File: src/rtl/sup_pkg.sv
package sup_pkg;

    typedef enum logic [1:0] {
        ST_HOLD    = 2'd0,
        ST_STRETCH = 2'd1,
        ST_RUN     = 2'd2
    } sup_state_e;

    typedef struct packed {
        logic clear;
        logic inc;
    } tmr_cmd_t;

    typedef struct packed {
        logic timeout;
        logic wd_edge;
    } wd_evt_t;

    function automatic int unsigned ms_to_cycles(input longint unsigned hz,
                                                 input longint unsigned ms);
        longint unsigned c;
        c = (hz * ms) / 64'd1000;
        if (c < 64'd4) c = 64'd4;
        return int'(c);
    endfunction

    function automatic int unsigned max_u(input int unsigned a, input int unsigned b);
        return (a > b) ? a : b;
    endfunction

endpackage

File: src/rtl/sup_wdi_sync.sv
module sup_wdi_sync #(
    parameter int STAGES = 2
) (
    input  logic clk,
    input  logic rst,
    input  logic wdi,
    output logic wd_edge
);
    logic [STAGES-1:0] sync_q;
    logic              prev_q;

    genvar i;
    generate
        for (i = 0; i < STAGES; i++) begin : g_stage
            if (i == 0) begin : g_first
                always_ff @(posedge clk) begin
                    if (rst) sync_q[0] <= 1'b0;
                    else     sync_q[0] <= wdi;
                end
            end else begin : g_next
                always_ff @(posedge clk) begin
                    if (rst) sync_q[i] <= 1'b0;
                    else     sync_q[i] <= sync_q[i-1];
                end
            end
        end
    endgenerate

    always_ff @(posedge clk) begin
        if (rst) prev_q <= 1'b0;
        else     prev_q <= sync_q[STAGES-1];
    end

    assign wd_edge = sync_q[STAGES-1] ^ prev_q;
endmodule

File: src/rtl/sup_timer.sv
module sup_timer
    import sup_pkg::*;
#(
    parameter int W = 8
) (
    input  logic         clk,
    input  logic         rst,
    input  tmr_cmd_t     cmd,
    input  logic [W-1:0] limit,
    output logic         done
);
    logic [W-1:0] count_q;

    always_ff @(posedge clk) begin
        if (rst || cmd.clear)  count_q <= '0;
        else if (cmd.inc)      count_q <= count_q + 1'b1;
    end

    assign done = (count_q == limit - 1'b1);
endmodule

File: src/rtl/sup_ctrl.sv
module sup_ctrl
    import sup_pkg::*;
(
    input  logic       clk,
    input  logic       rst,
    input  logic       power_good,
    input  logic       wd_edge,
    input  logic       wdi_float,
    input  logic       tmr_done,
    output tmr_cmd_t   cmd,
    output sup_state_e state,
    output logic       wdo
);
    sup_state_e state_q, state_d;
    wd_evt_t    evt;
    logic       wdo_q;

    always_comb begin
        state_d     = state_q;
        cmd.clear   = 1'b0;
        cmd.inc     = 1'b1;
        evt.timeout = 1'b0;
        evt.wd_edge = wd_edge;
        unique case (state_q)
            ST_HOLD: begin
                cmd.clear = 1'b1;
                if (power_good) state_d = ST_STRETCH;
            end
            ST_STRETCH: begin
                if (tmr_done) begin
                    state_d   = ST_RUN;
                    cmd.clear = 1'b1;
                end
            end
            ST_RUN: begin
                if (wdi_float || wd_edge) begin
                    cmd.clear = 1'b1;
                end else if (tmr_done) begin
                    state_d     = ST_STRETCH;
                    cmd.clear   = 1'b1;
                    evt.timeout = 1'b1;
                end
            end
            default: begin
                state_d   = ST_HOLD;
                cmd.clear = 1'b1;
            end
        endcase
        if (!power_good) begin
            state_d     = ST_HOLD;
            cmd.clear   = 1'b1;
            evt.timeout = 1'b0;
        end
    end

    always_ff @(posedge clk) begin
        if (rst) begin
            state_q <= ST_HOLD;
            wdo_q   <= 1'b1;
        end else begin
            state_q <= state_d;
            if (!power_good || wdi_float) wdo_q <= 1'b1;
            else if (evt.timeout)         wdo_q <= 1'b0;
            else if (evt.wd_edge)         wdo_q <= 1'b1;
        end
    end

    assign state = state_q;
    assign wdo   = wdo_q;
endmodule

File: src/rtl/supply_supervisor.sv
module supply_supervisor
    import sup_pkg::*;
#(
    parameter longint unsigned CLK_HZ     = 1_000_000,
    parameter longint unsigned RESET_MS   = 140,
    parameter longint unsigned TIMEOUT_MS = 1600,
    parameter int              SYNC_STAGES = 2
) (
    input  logic clk,
    input  logic rst,
    input  logic power_good,
    input  logic wdi,
    input  logic wdi_float,
    output logic reset_n,
    output logic reset_hi,
    output logic wdo
);
    localparam int unsigned RST_CYC = ms_to_cycles(CLK_HZ, RESET_MS);
    localparam int unsigned TMO_CYC = ms_to_cycles(CLK_HZ, TIMEOUT_MS);
    localparam int          W       = $clog2(max_u(RST_CYC, TMO_CYC) + 1);

    logic         wd_edge;
    logic         tmr_done;
    tmr_cmd_t     cmd;
    sup_state_e   state;
    logic [W-1:0] limit;

    sup_wdi_sync #(.STAGES(SYNC_STAGES)) u_sync (
        .clk     (clk),
        .rst     (rst),
        .wdi     (wdi),
        .wd_edge (wd_edge)
    );

    assign limit = (state == ST_RUN) ? W'(TMO_CYC) : W'(RST_CYC);

    sup_timer #(.W(W)) u_timer (
        .clk   (clk),
        .rst   (rst),
        .cmd   (cmd),
        .limit (limit),
        .done  (tmr_done)
    );

    sup_ctrl u_ctrl (
        .clk        (clk),
        .rst        (rst),
        .power_good (power_good),
        .wd_edge    (wd_edge),
        .wdi_float  (wdi_float),
        .tmr_done   (tmr_done),
        .cmd        (cmd),
        .state      (state),
        .wdo        (wdo)
    );

    assign reset_n  = (state == ST_RUN);
    assign reset_hi = ~reset_n;
endmodule

File: config.mk
export PLATFORM = sky130hd
export DESIGN_NAME = supply_supervisor
export DESIGN_NICKNAME = d
export VERILOG_FILES = /design/src/rtl/sup_pkg.sv /design/src/rtl/sup_wdi_sync.sv /design/src/rtl/sup_timer.sv /design/src/rtl/sup_ctrl.sv /design/src/rtl/supply_supervisor.sv
export SDC_FILE = /design/constraint.sdc
export NUM_CORES = 1
export LEC_CHECK = 0
export BUFFER_PORTS_ARGS = -buffer_cell sky130_fd_sc_hd__buf_2
export CORE_MARGIN = 1
export CORE_UTILIZATION = 45
export CTS_CLUSTER_DIAMETER = 60
export DETAILED_ROUTE_END_ITERATION = 16
export GPL_ROUTABILITY_DRIVEN = 0
export PLACE_DENSITY = 0.68
export SLEW_MARGIN = 20
export SYNTH_ARGS = -nofsm -noshare
export SYNTH_HDL_FRONTEND = slang
export SYNTH_HIERARCHICAL = 1
export SYNTH_SLANG_ARGS = --single-unit
File: constraint.sdc
create_clock -name clk -period 4.8 [get_ports clk]
set_input_delay 1.44 -clock clk [delete_from_list [all_inputs] [get_ports clk]]
set_output_delay 1.44 -clock clk [all_outputs]
set_load 0.01 [all_outputs]
==> metrics.cfg, run 1 <==
[synthesis]
synth_area_um2=2070
synth-edff-count=0
yosysUniqueCellTypes=48
synth.yosys.seq_area_share_pct=26.1
synth_flop_cell=dfxtp_1
ys_ff_latch=27
synth_cells=265
async_flop_share_pct=0
yosysWarnings=6
syn-mean-instance-area_um2=7.83

[global_route]
overflow=0
grt_pass1_wl_um=7490
grt_antenna_before_repair=0
track_usage_pct=18.9
grt_max_degree=22
grt_pass1_vias=1651

[finish]
fillerInstances=429
multiInputGateArea_um2=1640
layout_commonest_cell=conb_1
syn2layout_area_growth_pct=13.7
drive_gt1_share_pct=6.41
layout_common_cells=conb_1 (51), nor2_1 (30), dfxtp_1 (27)
final_nets=325
seqCellArea_um2=541
diodes=0

[floorplan]
core_um2=4380
die_h_um=69.9
die_w_um=69.9
die_area_um2=4890
row_count=24
pin_count=8
start_util_pct=47.3

[hold_path]
min_path_cells=1
min_from=u_sync/sync_q[0]
hold_path.class=reg2reg
hold_end=u_sync/sync_q[1]

[place]
pre_cts_slack_ns=0.956
portBuffers=7
dp_hpwl_um=3310

[timing]
setup_viol_count_final=0
slew_headroom_pct=51.8
hold_slack_ns=0.449
hold_viol_final=0
fmaxAchievable_ghz=0.262
slew_violations=0
rsz0062_at_grt=false
fin_crit_ns=3.82
setup_tns_ns=0
worst_slack_ns=0.983
fin_skew_ns=0.0110
worst_pin_slew_ns=0.723
finalCritPeriodShare_pct=79.5

[setup_path]
endpoint_kind=flop
rr_worst_depth=11
rr_endpoint=u_timer/count_q[2]
r2r_slack_ns=0.98
path_max_fanout=21
cpMaxStageDelayCell=a311oi_1
worstPathCellList=nand2b_1, or3_1, o21ai_0, nor4bb_1, nand4_1, nand4b_1, a311oi_1, a21oi_1, o211ai_1, or2_2, nor2_1
cp.required_ns=4.96
r2r_start=u_ctrl/state[0]
worst_setup_path_start_kind=flop
cp_slowest_stage_delay_ns=0.58
critical_path_class=reg2reg
arrival_ns=3.97

[clocking]
cts_made_buffers=3
cts_buffer_depth=2
cts_tree=done
cts_resized=0
cts_max_level=1
clk_latency_ns=0.29
ctsHoldBuffers=0
ctsRootBufferMaster=clkbuf_8
post-cts-setup-buffers=0
clock_sinks=27
clk_pin_slew_worst_paths_ns=0.10

[pwr]
power_leakage_nw=0.873
total_power_mw=0.423
p_sw_share_pct=26.9
internal-power_mw=0.309
clock_power_share_pct=32.0
peakVddDrop_mv=0.173
p_seq_share_pct=54.1
combPwrFrac_pct=14.0
p_sw_mw=0.114
pwr_density_cell_nw_per_um2=179

[flow_run]
maxCapViolCount=0

[drt]
wl_per_cell_um=11.7
antenna_left=0
vias_per_cell=4.90
vias=1785
route.detailed.drc=0
drtIter0Drc=101
drt_wl_total_um=4260
first_pass_iters=4

[run_status]
status=finished, final reports clean

[synth_stat cells (2+ instances only)]
library cell  instances  area, µm²
a21oi_1               9       45.0
a31oi_1               3       18.8
and3_1                3       18.8
clkbuf_1             12       45.0
conb_1                3       11.3
dfxtp_1              27        541
ha_1                  7       87.6
inv_1                 7       26.3
mux2i_1               5       50.1
nand2_1              19       71.3
nand2b_1              2       12.5
nand3_1              11       55.1
nand3b_1              2       15.0
nand4_1              11       68.8
nand4b_1              2       17.5
nor2_1               30        113
nor2b_1               8       50.1
nor3_1                8       40.0
nor3b_1               3       22.5
nor4_1                5       31.3
o211ai_1              3       22.5
o21ai_0              12       60.1
or3_1                 8       50.1
xnor2_1              19        166
xor2_1               23        201
[critical path: cells and delay by family (launching register included)]
family / cells / cell delay, ns
AO/OA/AOI/OAI: 4 / 1.10
flip-flops: 1 / 0.38
AND/OR/NAND/NOR: 7 / 2.21
[metal layers]
| metal | part of all wire [%] | global-route usage (%) | vias to the layer above | routed length [µm] |
|---|---|---|---|---|
| met2 | 41 | 28.6 | 22 | 1740 |
| li1 | - | - | 975 | - |
| met5 | 0 | 0 | - | 0 |
| met4 | 1.6 | 7.56 | 0 | 68 |
| met1 | 55 | 27.7 | 783 | 2330 |
| met3 | 2.9 | 1.44 | 5 | 125 |
[power groups by stage]
stage	logic [mW]	clock network [mW]	registers, mW
detailed placement	0.0552	0	0.234
global route	0.0679	0.147	0.229
CTS	0.0555	0.139	0.229
finish	0.0590	0.135	0.228
global placement	0.0555	0	0.234
floorplan	0.0484	0	0.233
[flip-flops by register name (all words and copies together) (netlist names)]
register,count
u_ctrl/state,2
u_ctrl/wdo,1
u_sync/prev_q,1
u_sync/sync_q,2
u_timer/count_q,21
[cells by family after synthesis]
logic type	Yosys count	synth area share (%)
AND/OR/NAND/NOR	125	33.8
XOR/XNOR	42	17.7
AO/OA/AOI/OAI	36	11.4
flip-flops	27	26.1
buffers and inverters	20	3.80
adder cells (fa/ha/maj)	7	4.22
multiplexers	5	2.41
other	3	0.543
[how the worst max path moves through the flow]
stage	from	endpoint	cells past startpoint
4_1_cts	u_ctrl/state[0]	u_timer/count_q[2]	11
2_1_floorplan	u_ctrl/state[0]	u_timer/count_q[10]	12
3_3_place_gp	u_ctrl/state[0]	u_timer/count_q[0]	11
6_report	u_ctrl/state[0]	u_timer/count_q[2]	11
3_5_place_dp	u_ctrl/state[0]	u_timer/count_q[2]	11
5_1_grt	u_ctrl/state[0]	u_timer/count_q[2]	11
[metrics by stage]
stage	std cells	utilization, %	instance area [µm²]
global placement	360	52.7	2310
detailed placement	360	52.7	2310
global route	364	53.8	2360
finish	364	53.8	2360
floorplan	313	-	2250
CTS	364	53.8	2360
[final cells by class]
class | instances | share of cell area [%]
Multi-Input combinational cell | 266 | 69.3
Sequential cell | 27 | 22.9
Tap cell | 52 | 2.76
Timing Repair Buffer | 8 | 1.80
Clock buffer | 3 | 1.75
Inverter | 7 | 1.11
Clock inverter | 1 | 0.318
Power figures use the tool's default switching activity.
==> run 2: changes to the inputs <==
Settings changed: PLACE_DENSITY 0.68 to 0.7.
Clock period 4.8 ns to 3.5 ns, I/O delays scaled along.
==> run 2 against run 1 <==
Global-route usage down 1.3 points. Die area unchanged. Worst hold slack improved by 0.019 ns. Sequential share of layout area shrank 0.26 points. Final area increased by 1.2%. Total power rose by 35%. Clock skew decreased by 0.010 ns. Via count up 0.67%. Largest cell class unchanged.
==> metrics.cfg, run 2 (same netlist as run 1, synthesis figures left out) <==
[finish]
drive_gt1_share_pct=7.59  ; was 6.41%
layout_commonest_cell=conb_1  ; unchanged
layout_common_cells=conb_1 (51), nor2_1 (30), dfxtp_1 (27)  ; unchanged
fillerInstances=428  ; was 429
final-instance-count-excl-fill=368  ; was 364
final_nets=329  ; was 325
regMostFlops=u_timer/count_q  ; unchanged
fin_util_pct=54.4  ; was 53.8%
largest_reg_flops=21  ; unchanged
diodes=0  ; unchanged
syn2layout_area_growth_pct=15.0  ; was 13.7%

[setup_path]
worst_setup_path_start_kind=flop  ; unchanged
endpoint_kind=flop  ; unchanged
critical_path_class=reg2reg  ; unchanged
arrival_ns=3.36  ; was 3.97 ns
cp.required_ns=3.66  ; was 4.96 ns
path_max_fanout=21  ; unchanged

[pwr]
peakVddDrop_mv=0.285  ; was 0.173 mV
internal-power_mw=0.423  ; was 0.309 mW
clock_power_share_pct=31.2  ; was 32.0%
combPwrFrac_pct=14.1  ; was 14.0%
p_sw_mw=0.150  ; was 0.114 mW
p_seq_share_pct=54.8  ; was 54.1%
pwr_density_cell_nw_per_um2=240  ; was 179 nW/µm²
power_leakage_nw=0.897  ; was 0.873 nW
p_sw_share_pct=26.2  ; was 26.9%

[drt]
drtIter0Drc=67  ; was 101
wl_per_cell_um=11.2  ; was 11.7 µm
drt_wl_total_um=4140  ; was 4260 µm
vias_per_cell=4.88  ; was 4.90
antenna_left=0  ; unchanged
route.detailed.drc=0  ; unchanged
vias=1797  ; was 1785
first_pass_iters=4  ; unchanged

[clocking]
cts_made_buffers=3  ; unchanged
clock_sinks=27  ; unchanged
clk_pin_slew_worst_paths_ns=0.09  ; was 0.10 ns
cts_tree=done  ; unchanged
cts_max_level=1  ; unchanged
ctsRootBufferMaster=clkbuf_8  ; unchanged
cts_buffer_depth=2  ; unchanged
ctsHoldBuffers=0  ; unchanged
clk_latency_ns=0.27  ; was 0.29 ns
cts_resized=0  ; unchanged
post-cts-setup-buffers=0  ; unchanged

[floorplan]
pin_count=8  ; unchanged
start_util_pct=47.3  ; unchanged
core_um2=4380  ; unchanged
die_w_um=69.9  ; unchanged
die_h_um=69.9  ; unchanged
die_area_um2=4890  ; unchanged
row_count=24  ; unchanged

[global_route]
track_usage_pct=17.5  ; was 18.9%
overflow=0  ; unchanged
grt_antenna_before_repair=0  ; unchanged
grt_pass1_vias=1552  ; was 1651
grt_pass1_wl_um=6940  ; was 7490 µm
grt_max_degree=22  ; unchanged

[hold_path]
hold_path.class=reg2reg  ; unchanged

[timing]
setup_viol_count_final=0  ; unchanged
finalCritPeriodShare_pct=91.5  ; was 79.5%
slew_headroom_pct=58.5  ; was 51.8%
fin_skew_ns=0.000996  ; was 0.0110 ns
fmaxAchievable_ghz=0.312  ; was 0.262 GHz
worst_pin_slew_ns=0.617  ; was 0.723 ns
setup_tns_ns=0  ; unchanged
fin_crit_ns=3.20  ; was 3.82 ns
rsz0062_at_grt=false  ; unchanged
slew_violations=0  ; unchanged
hold_viol_final=0  ; unchanged

[place]
dp_hpwl_um=3280  ; was 3310 µm
place_inst=364  ; was 360
portBuffers=7  ; unchanged

[flow_run]
maxCapViolCount=0  ; unchanged

[run_status]
status=finished, final reports clean  ; unchanged

run 2: changes by cell type in the layout (fill, tap and decap cells not counted), sizes merged:
cell	change
clkinv	+1
clkinvlp	-1
buf	+4
run 2: stage by stage:
stage	instance area, µm²	setup WS, ns	hold WS [ns]	power (mW)
2_1_floorplan	2250	0.206	0.414	0.386
3_3_place_gp	2340	0.448	0.443	0.396
3_5_place_dp	2340	0.293	0.457	0.397
4_1_cts	2390	0.266	0.472	0.572
5_1_grt	2390	0.0294	0.488	0.599
6_report	2390	0.299	0.469	0.573
run 2: worst paths after layout:
kind	start	endpoint	slack (ns)	cells past startpoint
worst max-delay path	u_ctrl/state[0]	u_timer/count_q[0]	0.30	12
worst min-delay path	u_sync/sync_q[0]	u_sync/sync_q[1]	0.47	1
worst max register to register	u_ctrl/state[0]	u_timer/count_q[0]	0.30	12
worst min register to register	u_sync/sync_q[0]	u_sync/sync_q[1]	0.47	1
run 2: area by class of cell:
class                           count  area, µm²  share of cell area (%)
Clock buffer                        3       41.3                    1.73
Clock inverter                      1       5.00                   0.210
Inverter                            7       26.3                    1.10
Multi-Input combinational cell    266       1640                    68.5
Sequential cell                    27        541                    22.7
Tap cell                           52       65.1                    2.73
Timing Repair Buffer               12       72.6                    3.04
run 2: critical path: stages (launching register included):
cell      delay [ns]
dfxtp_1         0.38
nand2b_1        0.27
buf_4           0.23
nor4_1          0.47
a31oi_1         0.19
a32oi_1         0.26
nand4b_1        0.12
a311oi_1        0.25
buf_4           0.19
a21oi_1         0.07
o211ai_1        0.16
or2_2           0.38
nor2_1          0.10
run 2: metal layers:
metal	vias to the layer above	share of wire [%]	global-route usage [%]
met5	-	0	0
met2	20	44	28.3
met1	792	53	24.6
met3	5	2.3	1.01
met4	0	1.5	6.67
li1	980	-	-
run 2: power groups by stage:
stage | Sequential [mW] | Combinational [mW] | Clock [mW]
4_1_cts | 0.314 | 0.0764 | 0.182
3_3_place_gp | 0.320 | 0.0760 | 0
2_1_floorplan | 0.320 | 0.0663 | 0
6_report | 0.314 | 0.0805 | 0.178
3_5_place_dp | 0.321 | 0.0762 | 0
5_1_grt | 0.314 | 0.0924 | 0.192
